$ cat src/rtl/gdt_pkg.sv
package gdt_pkg;

    typedef enum logic [1:0] {
        LEG_LOW  = 2'd0,
        LEG_DEAD = 2'd1,
        LEG_HIGH = 2'd2
    } leg_state_e;

    typedef enum logic [1:0] {
        POL_NONE = 2'd0,
        POL_POS  = 2'd1,
        POL_NEG  = 2'd2
    } pol_e;

    localparam int unsigned LEGS = 2;

endpackage

$ cat src/rtl/gdt_sync.sv
module gdt_sync #(
    parameter int unsigned STAGES = 2
) (
    input  logic clk,
    input  logic rst_n,
    input  logic d,
    output logic q
);

    logic [STAGES-1:0] shift_q;

    always_ff @(posedge clk or negedge rst_n) begin
        if (!rst_n) begin
            shift_q <= '0;
        end else begin
            shift_q <= {shift_q[STAGES-2:0], d};
        end
    end

    assign q = shift_q[STAGES-1];

endmodule

$ cat src/rtl/gdt_guard_adapt.sv
module gdt_guard_adapt
    import gdt_pkg::*;
#(
    parameter int unsigned GW         = 3,
    parameter int unsigned GUARD_INIT = 3,
    parameter int unsigned GUARD_MIN  = 1,
    parameter int unsigned GUARD_MAX  = 6,
    parameter int unsigned AGREE_RUNS = 4
) (
    input  logic          clk,
    input  logic          rst_n,
    input  logic          upd,
    input  pol_e          last_pol,
    input  logic          sign_now,
    output logic [GW-1:0] guard_q,
    output logic [GW-1:0] guard_nxt
);

    localparam int unsigned RW = $clog2(AGREE_RUNS + 1);

    logic [RW-1:0] run_q;
    logic [RW-1:0] run_nxt;
    logic          expect_pos;

    // Compare the sampled sign with the polarity of the word just ended
    always_comb begin
        guard_nxt  = guard_q;
        run_nxt    = run_q;
        expect_pos = (last_pol == POL_POS);
        if (upd && (last_pol != POL_NONE)) begin
            if (sign_now != expect_pos) begin
                run_nxt = '0;
                if (guard_q < GW'(GUARD_MAX)) begin
                    guard_nxt = guard_q + 1'b1;
                end
            end else if (run_q == RW'(AGREE_RUNS - 1)) begin
                run_nxt = '0;
                if (guard_q > GW'(GUARD_MIN)) begin
                    guard_nxt = guard_q - 1'b1;
                end
            end else begin
                run_nxt = run_q + 1'b1;
            end
        end
    end

    always_ff @(posedge clk or negedge rst_n) begin
        if (!rst_n) begin
            guard_q <= GW'(GUARD_INIT);
            run_q   <= '0;
        end else begin
            guard_q <= guard_nxt;
            run_q   <= run_nxt;
        end
    end

endmodule

$ cat src/rtl/gdt_word_timer.sv
module gdt_word_timer
    import gdt_pkg::*;
#(
    parameter int unsigned WORD_TICKS = 64,
    parameter int unsigned GW         = 3,
    parameter int unsigned TW         = 7,
    parameter bit          DROP_SHORT = 1'b0
) (
    input  logic          clk,
    input  logic          rst_n,
    input  logic          word_go,
    input  logic          cmd_pos,
    input  logic          cmd_neg,
    input  logic [TW-1:0] cmd_width,
    input  logic [GW-1:0] guard_nxt,
    output pol_e          pol_q,
    output logic          drive_pos,
    output logic          drive_neg
);

    logic [TW:0]   two_g;
    logic [TW:0]   room;
    logic [TW:0]   w_shaped;
    logic [TW:0]   w_eff;
    logic [TW:0]   end_t;
    pol_e          cmd_pol;
    logic [TW-1:0] tick_q;
    logic [TW-1:0] width_q;
    logic [GW-1:0] guard_w;
    logic          active;

    // Shape the requested width with the guard being written this cycle
    always_comb begin
        two_g = (TW+1)'(guard_nxt) << 1;
        room  = (TW+1)'(WORD_TICKS) - two_g;
        if (cmd_pos && !cmd_neg) begin
            cmd_pol = POL_POS;
        end else if (cmd_neg && !cmd_pos) begin
            cmd_pol = POL_NEG;
        end else begin
            cmd_pol = POL_NONE;
        end
        if ((cmd_pol == POL_NONE) || (cmd_width == '0)) begin
            w_shaped = '0;
        end else if ({1'b0, cmd_width} < two_g) begin
            if (DROP_SHORT) begin
                w_shaped = '0;
            end else begin
                w_shaped = two_g;
            end
        end else begin
            w_shaped = {1'b0, cmd_width};
        end
        w_eff = (w_shaped > room) ? room : w_shaped;
    end

    always_ff @(posedge clk or negedge rst_n) begin
        if (!rst_n) begin
            tick_q  <= TW'(WORD_TICKS);
            width_q <= '0;
            guard_w <= '0;
            pol_q   <= POL_NONE;
        end else if (word_go) begin
            tick_q  <= '0;
            width_q <= w_eff[TW-1:0];
            guard_w <= guard_nxt;
            pol_q   <= (w_eff != '0) ? cmd_pol : POL_NONE;
        end else if (tick_q != TW'(WORD_TICKS)) begin
            tick_q <= tick_q + 1'b1;
        end
    end

    // Pulse window: guard ticks after the word start, width ticks long
    always_comb begin
        end_t  = (TW+1)'(guard_w) + {1'b0, width_q};
        active = (width_q != '0)
                 && ({1'b0, tick_q} >= (TW+1)'(guard_w))
                 && ({1'b0, tick_q} < end_t);
    end

    assign drive_pos = active && (pol_q == POL_POS);
    assign drive_neg = active && (pol_q == POL_NEG);

endmodule

$ cat src/rtl/gdt_leg_fsm.sv
module gdt_leg_fsm
    import gdt_pkg::*;
#(
    parameter int unsigned DEAD_TICKS = 2
) (
    input  logic clk,
    input  logic rst_n,
    input  logic want_high,
    output logic hi_en,
    output logic lo_en
);

    localparam int unsigned DW = $clog2(DEAD_TICKS + 1);

    leg_state_e    state_q;
    leg_state_e    state_nxt;
    logic [DW-1:0] dcnt_q;
    logic          dead_done;
    logic          raw_hi;
    logic          raw_lo;

    assign dead_done = (dcnt_q == DW'(DEAD_TICKS - 1));

    // State register with dead-time counter
    always_ff @(posedge clk or negedge rst_n) begin
        if (!rst_n) begin
            state_q <= LEG_DEAD;
            dcnt_q  <= '0;
        end else begin
            state_q <= state_nxt;
            if ((state_q == LEG_DEAD) && (state_nxt == LEG_DEAD)) begin
                dcnt_q <= dcnt_q + 1'b1;
            end else begin
                dcnt_q <= '0;
            end
        end
    end

    // Transitions
    always_comb begin
        state_nxt = state_q;
        unique case (state_q)
            LEG_LOW:  if (want_high)  state_nxt = LEG_DEAD;
            LEG_HIGH: if (!want_high) state_nxt = LEG_DEAD;
            LEG_DEAD: if (dead_done)  state_nxt = want_high ? LEG_HIGH : LEG_LOW;
            default:                  state_nxt = LEG_DEAD;
        endcase
    end

    // Outputs through the shoot-through interlock
    always_comb begin
        raw_hi = (state_q == LEG_HIGH);
        raw_lo = (state_q == LEG_LOW);
        hi_en  = raw_hi && !raw_lo;
        lo_en  = raw_lo && !raw_hi;
    end

endmodule

$ cat src/rtl/hbridge_guard_deadtime.sv
module hbridge_guard_deadtime
    import gdt_pkg::*;
#(
    parameter int unsigned WORD_TICKS = 64,
    parameter int unsigned DEAD_TICKS = 2,
    parameter int unsigned GUARD_INIT = 3,
    parameter int unsigned GUARD_MIN  = 1,
    parameter int unsigned GUARD_MAX  = 6,
    parameter int unsigned AGREE_RUNS = 4,
    parameter bit          DROP_SHORT = 1'b0,
    localparam int unsigned TW        = $clog2(WORD_TICKS + 1)
) (
    input  logic          clk,
    input  logic          rst_n,
    input  logic          word_go,
    input  logic          cmd_pos,
    input  logic          cmd_neg,
    input  logic [TW-1:0] cmd_width,
    input  logic          isense_sign,
    output logic          a_hi_en,
    output logic          a_lo_en,
    output logic          b_hi_en,
    output logic          b_lo_en
);

    localparam int unsigned GW = $clog2(GUARD_MAX + 1);

    logic          sign_sync;
    logic [GW-1:0] guard_cur;
    logic [GW-1:0] guard_nxt;
    pol_e          last_pol;
    logic          drive_pos;
    logic          drive_neg;
    logic [LEGS-1:0] leg_drive;
    logic [LEGS-1:0] leg_hi;
    logic [LEGS-1:0] leg_lo;

    gdt_sync #(.STAGES(2)) u_sync (
        .clk   (clk),
        .rst_n (rst_n),
        .d     (isense_sign),
        .q     (sign_sync)
    );

    gdt_guard_adapt #(
        .GW         (GW),
        .GUARD_INIT (GUARD_INIT),
        .GUARD_MIN  (GUARD_MIN),
        .GUARD_MAX  (GUARD_MAX),
        .AGREE_RUNS (AGREE_RUNS)
    ) u_adapt (
        .clk       (clk),
        .rst_n     (rst_n),
        .upd       (word_go),
        .last_pol  (last_pol),
        .sign_now  (sign_sync),
        .guard_q   (guard_cur),
        .guard_nxt (guard_nxt)
    );

    gdt_word_timer #(
        .WORD_TICKS (WORD_TICKS),
        .GW         (GW),
        .TW         (TW),
        .DROP_SHORT (DROP_SHORT)
    ) u_timer (
        .clk       (clk),
        .rst_n     (rst_n),
        .word_go   (word_go),
        .cmd_pos   (cmd_pos),
        .cmd_neg   (cmd_neg),
        .cmd_width (cmd_width),
        .guard_nxt (guard_nxt),
        .pol_q     (last_pol),
        .drive_pos (drive_pos),
        .drive_neg (drive_neg)
    );

    assign leg_drive[0] = drive_pos;
    assign leg_drive[1] = drive_neg;

    for (genvar g = 0; g < LEGS; g++) begin : g_leg
        gdt_leg_fsm #(.DEAD_TICKS(DEAD_TICKS)) u_leg (
            .clk       (clk),
            .rst_n     (rst_n),
            .want_high (leg_drive[g]),
            .hi_en     (leg_hi[g]),
            .lo_en     (leg_lo[g])
        );
    end

    assign a_hi_en = leg_hi[0];
    assign a_lo_en = leg_lo[0];
    assign b_hi_en = leg_hi[1];
    assign b_lo_en = leg_lo[1];

endmodule

$ cat config.mk
export PLATFORM = sky130hd
export DESIGN_NAME = hbridge_guard_deadtime
export DESIGN_NICKNAME = d
export VERILOG_FILES = /design/src/rtl/gdt_pkg.sv /design/src/rtl/gdt_sync.sv /design/src/rtl/gdt_guard_adapt.sv /design/src/rtl/gdt_word_timer.sv /design/src/rtl/gdt_leg_fsm.sv /design/src/rtl/hbridge_guard_deadtime.sv
export SDC_FILE = /design/constraint.sdc
export NUM_CORES = 1
export LEC_CHECK = 0
export BUFFER_PORTS_ARGS = -buffer_cell sky130_fd_sc_hd__buf_2
export CORE_MARGIN = 2
export CORE_UTILIZATION = 53
export CTS_BUF_LIST = sky130_fd_sc_hd__clkbuf_16
export CTS_CLUSTER_SIZE = 25
export DETAILED_ROUTE_END_ITERATION = 16
export MAX_ROUTING_LAYER = met4
export PLACE_DENSITY_LB_ADDON = 0.15
export SYNTH_ARGS = -nofsm -noshare
export SYNTH_HDL_FRONTEND = slang
export SYNTH_SLANG_ARGS = --single-unit
$ cat constraint.sdc
create_clock -name clk -period 7.3 [get_ports clk]
set_input_delay 0.73 -clock clk [delete_from_list [all_inputs] [get_ports clk]]
set_output_delay 0.73 -clock clk [all_outputs]
set_load 0.05 [all_outputs]
## After elaboration in Yosys (flattened, before gate mapping)

Index checks and enable logic that the tools add are counted.

| operators by class | value |
|---|---|
| $lt $le $gt $ge | 6 |
| muxes and demuxes | 27 |
| equality and inequality tests | 13 |
| add/sub/neg operators | 8 |
| reductions and logical operators | 28 |

Operators with widths:

| cell | count |
|---|---|
| $mux W2 | 13 |
| $mux W3 | 7 |
| $mux W7 | 3 |
| $mux W8 | 2 |
| $eq A2 B1 Y1 const B | 7 |
| $logic_and A1 B1 Y1 | 13 |
| $pmux W2 S3 | 2 |
| $add A3 B7 Y8 | 1 |
| $gt A8 B8 Y1 | 1 |
| $lt A7 B8 Y1 | 1 |
| $reduce_bool A8 Y1 | 1 |
| $sub A7 B4 Y8 const A | 1 |
| $add A7 B1 Y7 const B | 1 |
| $ge A7 B3 Y1 | 1 |
| $logic_not A7 Y1 | 1 |
| $lt A7 B4 Y1 | 1 |
| $ne A7 B7 Y1 const B | 1 |
| $reduce_bool A7 Y1 | 1 |
| $add A3 B1 Y3 const B | 2 |
| $eq A2 B2 Y1 const B | 3 |
| $logic_not A1 Y1 | 6 |
| $logic_not A2 Y1 | 3 |
| $add A2 B1 Y2 const B | 2 |
| $reduce_bool A2 Y1 | 2 |
| 6 further kinds | 6 |

| storage, ports and cells | value |
|---|---|
| output and inout bits | 4 |
| input port bits | 13 |
| flip-flop bits (word level) | 35 |
| word-level logic and storage cells | 93 |

## Depth between registers and ports, before layout

Gate-level depths: netlist (run 1).

| depth | value |
|---|---|
| depth in word-level cells | 12 |
| mapped depth | 21 |

## Modules after synthesis

From an unflattened synthesis (run 1), not the netlist that was laid out.

| unflattened totals | value |
|---|---|
| cells, all modules | 280 |
| area total of the unflattened synthesis | 2628.8 um^2 |

By module, submodules not included:

| module | times used | area an instance (um^2) | cells an instance | sequential area each (um^2) |
|---|---|---|---|---|
| gdt_word_timer | 1 | 1732.9 | 195 | 476.7 |
| gdt_guard_adapt | 1 | 475.5 | 49 | 152.6 |
| gdt_leg_fsm | 2 | 185.2 | 17 | 101.3 |
| gdt_sync | 1 | 50.0 | 2 | 50.0 |

## Worst setup path before layout (run 1)

Ideal clock, no wire load.

| timing path | value |
|---|---|
| path kind | reg-to-reg |
| from | register u_adapt.guard_q[1] |
| to | register u_timer.width_q[1] |
| cell stages (with the launch flop) | 20 |
| setup time | 0.126 ns |
| arrival time | 4.460 ns |
| slack | 2.714 ns |
| clock period less this slack | 4.586 ns |
| path through | dfstp_2 inv_1 ha_1 or4_1 o2111ai_1 inv_1 ha_1 or2_2 a21oi_1 nand2b_1 mux2i_1 nor2b_1 ha_1 nand3b_1 nand2_1 a221o_1 o21ai_0 o31ai_4 and3_1 a221o_1 |

| between the ends | value |
|---|---|
| longest elaborated chain between the ends | 10 |
| elaborated cells between the ends (all ways) | 15 |
| classes of those cells | add/sub: 3; order compare: 4; mux: 8 |

Ends and longest elaborated chain:

| item | RTL line | text |
|---|---|---|
| start: declaration | gdt_guard_adapt.sv:15 | `output logic [GW-1:0] guard_q,` |
| start signal: assignment | gdt_guard_adapt.sv:49 | `guard_q <= GW'(GUARD_INIT);` |
| start signal: assignment | gdt_guard_adapt.sv:52 | `guard_q <= guard_nxt;` |
| $sub A3 B1 Y3 or $gt A3 B1 Y1 (tied branches) | gdt_guard_adapt.sv:39, gdt_guard_adapt.sv:38 |  |
| $mux W3 | gdt_guard_adapt.sv:38 | `if (guard_q > GW'(GUARD_MIN)) begin` |
| $mux W3 | gdt_guard_adapt.sv:36 | `end else if (run_q == RW'(AGREE_RUNS - 1)) begin` |
| $mux W3 | gdt_guard_adapt.sv:31 | `if (sign_now != expect_pos) begin` |
| $mux W3 * | gdt_guard_adapt.sv:30 | `if (upd && (last_pol != POL_NONE)) begin` |
| net guard_nxt[1] | hbridge_guard_deadtime.sv:30 | `logic [GW-1:0] guard_nxt;` |
| $lt A7 B4 Y1 | gdt_word_timer.sv:45 | `end else if ({1'b0, cmd_width} < two_g) begin` |
| $mux W7 | gdt_word_timer.sv:45 |  |
| $mux W8 | gdt_word_timer.sv:43 | `if ((cmd_pol == POL_NONE) \|\| (cmd_width == '0)) begin` |
| $gt A8 B8 Y1 | gdt_word_timer.sv:54 | `w_eff = (w_shaped > room) ? room : w_shaped;` |
| $mux W8 * | gdt_word_timer.sv:54 |  |
| end signal: assignment | gdt_word_timer.sv:65 | `width_q <= w_eff[TW-1:0];` |
| end: declaration | gdt_word_timer.sv:28 | `logic [TW-1:0] width_q;` |

The timed path passes the listed nets; every way through them passes the cells marked *.
A chain may end at the register's enable or synchronous reset.

## Worst setup path in the final report (run 1)

| timing path | value |
|---|---|
| from | input port word_go |
| to | register u_timer.pol_q[0] |

| between the ends | value |
|---|---|
| longest elaborated chain between the ends | 9 |
| elaborated cells between the ends (all ways) | 10 |
| classes of those cells | add/sub: 1; order compare: 2; mux: 5; reduce/logical: 2 |

Ends and longest elaborated chain:

| item | RTL line | text |
|---|---|---|
| start: declaration | hbridge_guard_deadtime.sv:15 | `input logic word_go,` |
| $logic_and A1 B1 Y1 * | gdt_guard_adapt.sv:30 |  |
| $mux W3 * | gdt_guard_adapt.sv:30 |  |
| net guard_nxt[1] | hbridge_guard_deadtime.sv:30 |  |
| $lt A7 B4 Y1 | gdt_word_timer.sv:45 |  |
| $mux W7 | gdt_word_timer.sv:45 |  |
| $mux W8 | gdt_word_timer.sv:43 |  |
| $gt A8 B8 Y1 | gdt_word_timer.sv:54 |  |
| $mux W8 * | gdt_word_timer.sv:54 |  |
| $reduce_bool A8 Y1 * | gdt_word_timer.sv:67 | `pol_q <= (w_eff != '0) ? cmd_pol : POL_NONE;` |
| $mux W2 * | gdt_word_timer.sv:67 |  |
| end signal: assignment | gdt_word_timer.sv:67 |  |
| end: declaration | gdt_word_timer.sv:16 | `output pol_e pol_q,` |

Marks and branches as above.

==> results of run 1 <==
-- worst max-delay path by stage --
stage	from	end	slack, ps	depth (start not counted)
2_1_floorplan	u_adapt.guard_q[1]	u_timer.width_q[1]	2710	19
5_1_grt	word_go	u_timer.pol_q[0]	1590	20
3_3_place_gp	word_go	u_timer.width_q[1]	1930	19
3_5_place_dp	word_go	u_timer.pol_q[0]	1850	19
6_report	word_go	u_timer.pol_q[0]	2130	19
4_1_cts	word_go	u_timer.pol_q[1]	2110	19
-- final cells by class --
type,instances,share of cell area
inverters,24,0.0311
well taps,67,0.0289
multi-input cells,215,0.560
clock buffers,5,0.0432
repair buffers,16,0.0276
clock inverters,3,0.00432
flip-flops and latches,35,0.304
-- registers in the layout, summed over array words and instances (netlist names) --
register / count
u_adapt.guard_q: 3
u_timer.pol_q: 2
g_leg.u_leg.state_q: 4
u_timer.tick_q: 7
u_sync.shift_q: 2
g_leg.u_leg.dcnt_q: 4
u_timer.guard_w: 3
u_timer.width_q: 7
u_adapt.run_q: 3
-- cells in the mapped netlist, types with 2 or more instances --
cell       n  area, sq um
dfrtp_1   30          751
ha_1      29          363
nor2_1    25         93.8
inv_1     23         86.3
nand2_1   20         75.1
a21oi_1   14         70.1
mux2i_1   13          130
o21ai_0   13         65.1
nor2b_1   11         68.8
nand2b_1   9         56.3
xnor2_1    8         70.1
a21o_1     6         45.0
nor3_1     6         30.0
dfstp_2    5          131
nand3b_1   5         37.5
xor2_1     5         43.8
a211oi_1   4         30.0
and3_1     4         25.0
nand3_1    4         20.0
a31oi_1    3         18.8
mux2_2     3         33.8
a21boi_0   2         15.0
a221o_1    2         20.0
and2_1     2         12.5
clkbuf_1   2         7.51
nor4_1     2         12.5
or2_2      2         12.5
or3b_2     2         17.5
-- cell families after synthesis --
| kind of cell | count (synthesis) | share of synthesized area |
|---|---|---|
| flops | 35 | 0.338 |
| fa+ha+maj | 30 | 0.147 |
| mux | 16 | 0.0629 |
| xor+xnor | 14 | 0.0542 |
| compound gates | 56 | 0.157 |
| simple gates | 99 | 0.202 |
| buf+inv | 27 | 0.0389 |
-- per-layer routing --
metal  global-route usage  part of all wire  vias up
li1                     -                 -     1013
met1                0.267              0.49      943
met2                0.315              0.47       29
met3               0.0447             0.030        4
met4               0.0545            0.0083        0
met5                    -                 0        -
-- metrics by stage --
step	util	instance area [sq um]	setup WS [ps]	std cells	hold WS [ps]
2_1_floorplan	-	2610	2710	277	331
3_3_place_gp	0.584	2760	1930	357	346
3_5_place_dp	0.584	2760	1850	357	349
4_1_cts	0.614	2900	2110	365	356
5_1_grt	0.614	2900	1590	365	367
6_report	0.614	2900	2130	365	353
-- placed cells by master (no fill, tap or decap), types with 4 or more instances in the layout --
cell / Yosys / final
dfrtp_1: 30 / 30
ha_1: 29 / 29
nor2_1: 25 / 25
inv_1: 23 / 24
nand2_1: 20 / 20
buf_2: 0 / 16
a21oi_1: 14 / 14
mux2i_1: 13 / 13
o21ai_0: 13 / 13
nor2b_1: 11 / 11
nand2b_1: 9 / 9
xnor2_1: 8 / 8
nor3_1: 6 / 6
a21o_1: 6 / 6
nand3b_1: 5 / 5
xor2_1: 5 / 5
clkbuf_16: 0 / 5
dfstp_2: 5 / 5
a211oi_1: 4 / 4
nand3_1: 4 / 4
and3_1: 4 / 4
-- power by group through the flow --
stage	clock network (uW)	logic (uW)	registers (uW)
final	193	366	286
after global routing	207	416	292
after CTS	198	369	286
after detailed placement	0	366	289
after global placement	0	359	287
after floorplan	0	290	277
==> metrics, run 1 <==
relative slew slack=0.502; Hold Crit Start=u_sync.shift_q[0]; Critical-path top delay cell=or4_1; total power=845 uW; area of the multi-input gates=1620 sq um; Reg-to-Reg End=u_timer.pol_q[0]; layout cells sized above 1=0.144; Die H=74.1 um; CP bufs+invs=2; R2R Path Start=u_adapt.guard_q[0]; Slowest Stage Delay on Critical Path=470 ps; CP Launch Type=input pin; Max clock buf depth=2; Crit Path Category=input pin to register; CP cell instances=buf_2 > o21ai_0 > or4_1 > o2111ai_1 > inv_1 > ha_1 > or2_2 > a21oi_1 > nand2b_1 > mux2i_1 > nor2b_1 > ha_1 > nand3b_1 > nand2_1 > a221o_1 > o21ai_0 > o311ai_0 > a311oi_2 > nor2_1; Leakage=0.00141 uW; hold path depth=0; Die W=74.1 um; Syn Nets=320; post-cts sizing count=0; Worst Reg-to-Reg Cells=19; via/cell ratio=5.45; vias in the first global route=1868; Layout area overhead=11.1%; Switching Fraction=0.383; Setup Skew=7.25 ps; Tmin final=5170 ps; antenna fix cells=0; Vias=1989; switching power=323 uW; Total Nets Final=340; RSZ-0062 raised after global routing=no; combinational share of power=0.433; P_int=522 uW; row cnt=25; largest net degree at the start of global routing=36; Seq pwr share=0.339; Final HPWL DP=3850 um; clk sink count=35; status=completed; Clock power frac=0.229; port bufs=16; Post CTS Setup Buffer Count=0; Final period util=0.708; Cells after Synth=277; Sequential Area=882 sq um; synthesized area per cell=9.41 sq um; CTS root buf=clkbuf_16; Max Fclk=193 MHz; die area=5500 sq um; kind of cell adding the most delay to the critical path=compound AO/OA/AOI/OAI gates; H-tree Lvls=2; maxcap violations=0; core area=4720 sq um; drt total wl=4970 um; Placer Congestion=0.862; Finish-stage setup viols=0; flops & latches, synth=35; Post-synth EDFFs=0; crit path capture type=register; hold_buf cts=0; clk slew on worst S/H paths=50 ps; Endpoint, Worst Hold=u_sync.shift_q[1]; Mapped Area=2610 sq um; measured slew at the worst slew-check pin=748 ps; Fin. Hold Viols=0; io pins=17; internal reg-to-reg setup slack=2360 ps; TritonCTS clock tree=yes; WL per Instance=13.6 um; Post-Route Setup TNS=0 ps; Power Density=292 nW/um^2; remaining antenna violation count after routing=0; DR pass1 iterations=4; Worst-Skew Late Latency=270 ps; WP data required=7450 ps; first-pass GRT wire length=8290 um; Total GRT Usage=0.202; Worst Path Max Fanout=32; drt drc=0; prevailing post-synth register cell=dfrtp_1; # fillers=426; initial antenna violation count=0; global route overflow=0; Cell variety after synth=51; CP arrival=5320 ps; peak supply drop=0.149 mV; initial DRC count=84; HP Class=register to register; yosys warns=0; Seq/Total Area, Yosys=0.338; asr flop ratio synth=1.00; Initial Utilization=0.552; Final Max Slew Viols=0; CTS Buf Count=5
No activity file was read; power rests on OpenSTA's default activity.
==> run 2: changes to the inputs <==
--- a/config.mk
+++ b/config.mk
@@ -5,6 +5,7 @@
 export SDC_FILE = /design/constraint.sdc
 export NUM_CORES = 1
 export LEC_CHECK = 0
+export ABC_AREA = 1
 export BUFFER_PORTS_ARGS = -buffer_cell sky130_fd_sc_hd__buf_2
 export CORE_MARGIN = 2
 export CORE_UTILIZATION = 53
==> constraint.sdc (replaced) <==
create_clock -name clk -period 4.5 [get_ports clk]
set_input_delay 0.45 -clock clk [delete_from_list [all_inputs] [get_ports clk]]
set_output_delay 0.45 -clock clk [all_outputs]
set_load 0.05 [all_outputs]
==> run 2 against run 1 <==
  * Synthesized cell count up 21%
  * Synthesized area down 2.0%
  * Largest cell class unchanged
  * Via count up 6.9%
  * Sequential power up 67%
  * Sequential share of layout area up 0.67 points
  * Cell count up 13%
  * Worst setup slack worse by 1400 ps
  * Flip-flop and latch count unchanged
  * Clock skew down 2.8 ps
  * Wire length up 0.18%
==> metrics, run 2 <==
largest net degree at the start of global routing=36 (unchanged); kind of cell adding the most delay to the critical path=simple AND/OR/NAND/NOR gates; Max Fclk=264 MHz; layout cells sized above 1=0.140 (-0.00424); most instantiated library cell after synthesis=nand2_1; drt total wl=4980 um (+0.18%); compound-gate portion of the synthesized area=0.101 (-0.0565); HP Class=input pin to asynchronous set/reset pin; multiplexer share of the synthesized area=0 (-0.0629); RSZ-0062 raised after global routing=no; CTS root buf=clkbuf_16; via/cell ratio=5.18 (-5.0%); vias in the first global route=2019 (+8.1%); switching power=587 uW (+82%); Crit Path Category=register to register; Critical-path top delay cell=dfstp_2; Slowest Stage Delay on Critical Path=590 ps (+120 ps); Finish-stage setup viols=0 (unchanged); Fin. Hold Viols=0 (unchanged); Vias=2127 (+6.9%); initial antenna violation count=0 (unchanged); most frequent cells in the layout=nand2_1, inv_1, dfrtp_1; drt drc=0 (unchanged); Post-Route Setup TNS=0 ps (unchanged); relative slew slack=0.484 (-0.0172); post-synthesis adder-cell area fraction=0.150 (+0.00302); die area=5390 sq um (-1.9%); Tmin final=3790 ps; Clock power frac=0.227 (-0.002); Max clock buf depth=2 (unchanged); port bufs=16 (unchanged); peak supply drop=0.231 mV (+55%); H-tree Lvls=2 (unchanged); status=completed; initial DRC count=82 (-2.4%); antenna fix cells=0 (unchanged); Leakage=0.00148 uW (+5.3%); Total GRT Usage=0.212 (+0.00906); core area=4690 sq um (-0.66%); clk slew on worst S/H paths=60 ps (about the same); Power Density=506 nW/um^2 (+74%); Post CTS Setup Buffer Count=0 (unchanged); hold_buf cts=0 (unchanged); maxcap violations=0 (unchanged); CP arrival=3960 ps (-1360 ps); combinational share of power=0.441 (+0.008); placed insts=403 (+13%); clk sink count=35 (unchanged); final non-filler cell area=2840 sq um (-2.2%); measured slew at the worst slew-check pin=773 ps (+25.8 ps); WL per Instance=12.1 um (-11%); post-cts sizing count=0 (unchanged); Post-synth EDFFs=0 (unchanged); Seq/Total Area, Yosys=0.345 (+0.00696); Die W=73.4 um (-0.96%); Switching Fraction=0.409 (+0.0266); Post-Layout Cell Count=411 (+13%); area leader, netlist=dfrtp_1; # fillers=443 (+4.0%); CP Launch Type=register; Cell variety after synth=35 (-31%); most used cell along the critical path=nand2_1; Seq pwr share=0.332 (-0.007); first-pass GRT wire length=8700 um (+4.9%); Setup Skew=4.47 ps (-2.78 ps); DR pass1 iterations=4 (unchanged); Layout area overhead=11.0%; row cnt=25 (unchanged); asr flop ratio synth=1.00 (unchanged); area share of xor/xnor cells in the synthesized design=0.0274 (-0.0268); remaining antenna violation count after routing=0 (unchanged); largest family of logic cells by synthesized area=simple AND/OR/NAND/NOR gates; Total Nets Final=399 (+17%); placed instance area=2690 sq um (-2.4%); Synth top cells by count=nand2_1, inv_1, dfrtp_1; Initial Utilization=0.545 (-0.00752); Final period util=0.843; global route overflow=0 (unchanged); Worst-Skew Late Latency=280 ps (about the same); P_int=848 uW (+63%); Die H=73.4 um (-0.96%); io pins=17 (unchanged); flops & latches, synth=35 (unchanged); CTS Buf Count=5 (unchanged); CP bufs+invs=2 (unchanged); Worst Path Max Fanout=7 (-78%); Final Max Slew Viols=0 (unchanged); Hold WS=252 ps (-102 ps); crit path capture type=register; yosys warns=0 (unchanged); commonest non-fill, non-tap cell in the layout=nand2_1; Syn Nets=379 (+18%); synthesized area per cell=7.60 sq um (-19%); Cells after Synth=336 (+21%); TritonCTS clock tree=yes; WP data required=4670 ps (-2780 ps); Mapped Area=2550 sq um (-2.0%); top cell type's share of synthesized area=0.294 (+0.00592); synth top area cells=dfrtp_1, ha_1, nand2_1; prevailing post-synth register cell=dfrtp_1; Placer Congestion=0.935 (+8.4%); Final HPWL DP=3870 um (+0.60%); simple-gate share of the synthesized area=0.286 (+0.0849); Top Registers=u_timer.tick_q (7), u_timer.width_q (7)
-- run 2: worst paths after layout --
kind                               startpoint                        to  slack (ps)  depth (start not counted)
max                        u_adapt.guard_q[1]          u_timer.pol_q[0]         710                         25
min                                     rst_n  g_leg[0].u_leg.dcnt_q[0]         250                          1
max reg2reg                u_adapt.guard_q[1]          u_timer.pol_q[0]         710                         25
min reg2reg                 u_sync.shift_q[0]         u_sync.shift_q[1]         350                          0
max in group asynchronous               rst_n        u_timer.width_q[1]        3760                          1
min in group clk                  isense_sign         u_sync.shift_q[0]         280                          1
-- run 2: cell families after synthesis --
kind of cell / Yosys count
simple gates: 156
xor+xnor: 8
flops: 35
buf+inv: 61
compound gates: 46
fa+ha+maj: 30
-- run 2: layout make-up --
type / count / area, sq um / share of cell area
clock inverters: 3 / 16.3 / 0.00574
multi-input cells: 240 / 1440 / 0.509
well taps: 54 / 67.6 / 0.0238
inverters: 57 / 214 / 0.0755
repair buffers: 17 / 87.6 / 0.0309
clock buffers: 5 / 125 / 0.0441
flip-flops and latches: 35 / 882 / 0.311
-- run 2: per-stage QoR --
stage / worst slack (ps) / power (uW) / util
floorplan: 1070 / 972 / -
global placement: 806 / 1100 / 0.574
detailed placement: 744 / 1120 / 0.574
CTS: 725 / 1450 / 0.604
global route: 381 / 1580 / 0.604
finish: 707 / 1440 / 0.604
-- run 2: power groups by stage --
stage	sequential [uW]	combinational, uW	clock, uW
floorplan	455	518	0
global placement	476	629	0
detailed placement	479	637	0
CTS	474	640	335
global route	487	741	348
finish	477	633	326
-- run 2: layer usage --
layer,wire length [um],global-route usage
met3,126,0.0439
met5,0,-
met1,2510,0.268
met4,53,0.0606
met2,2290,0.343
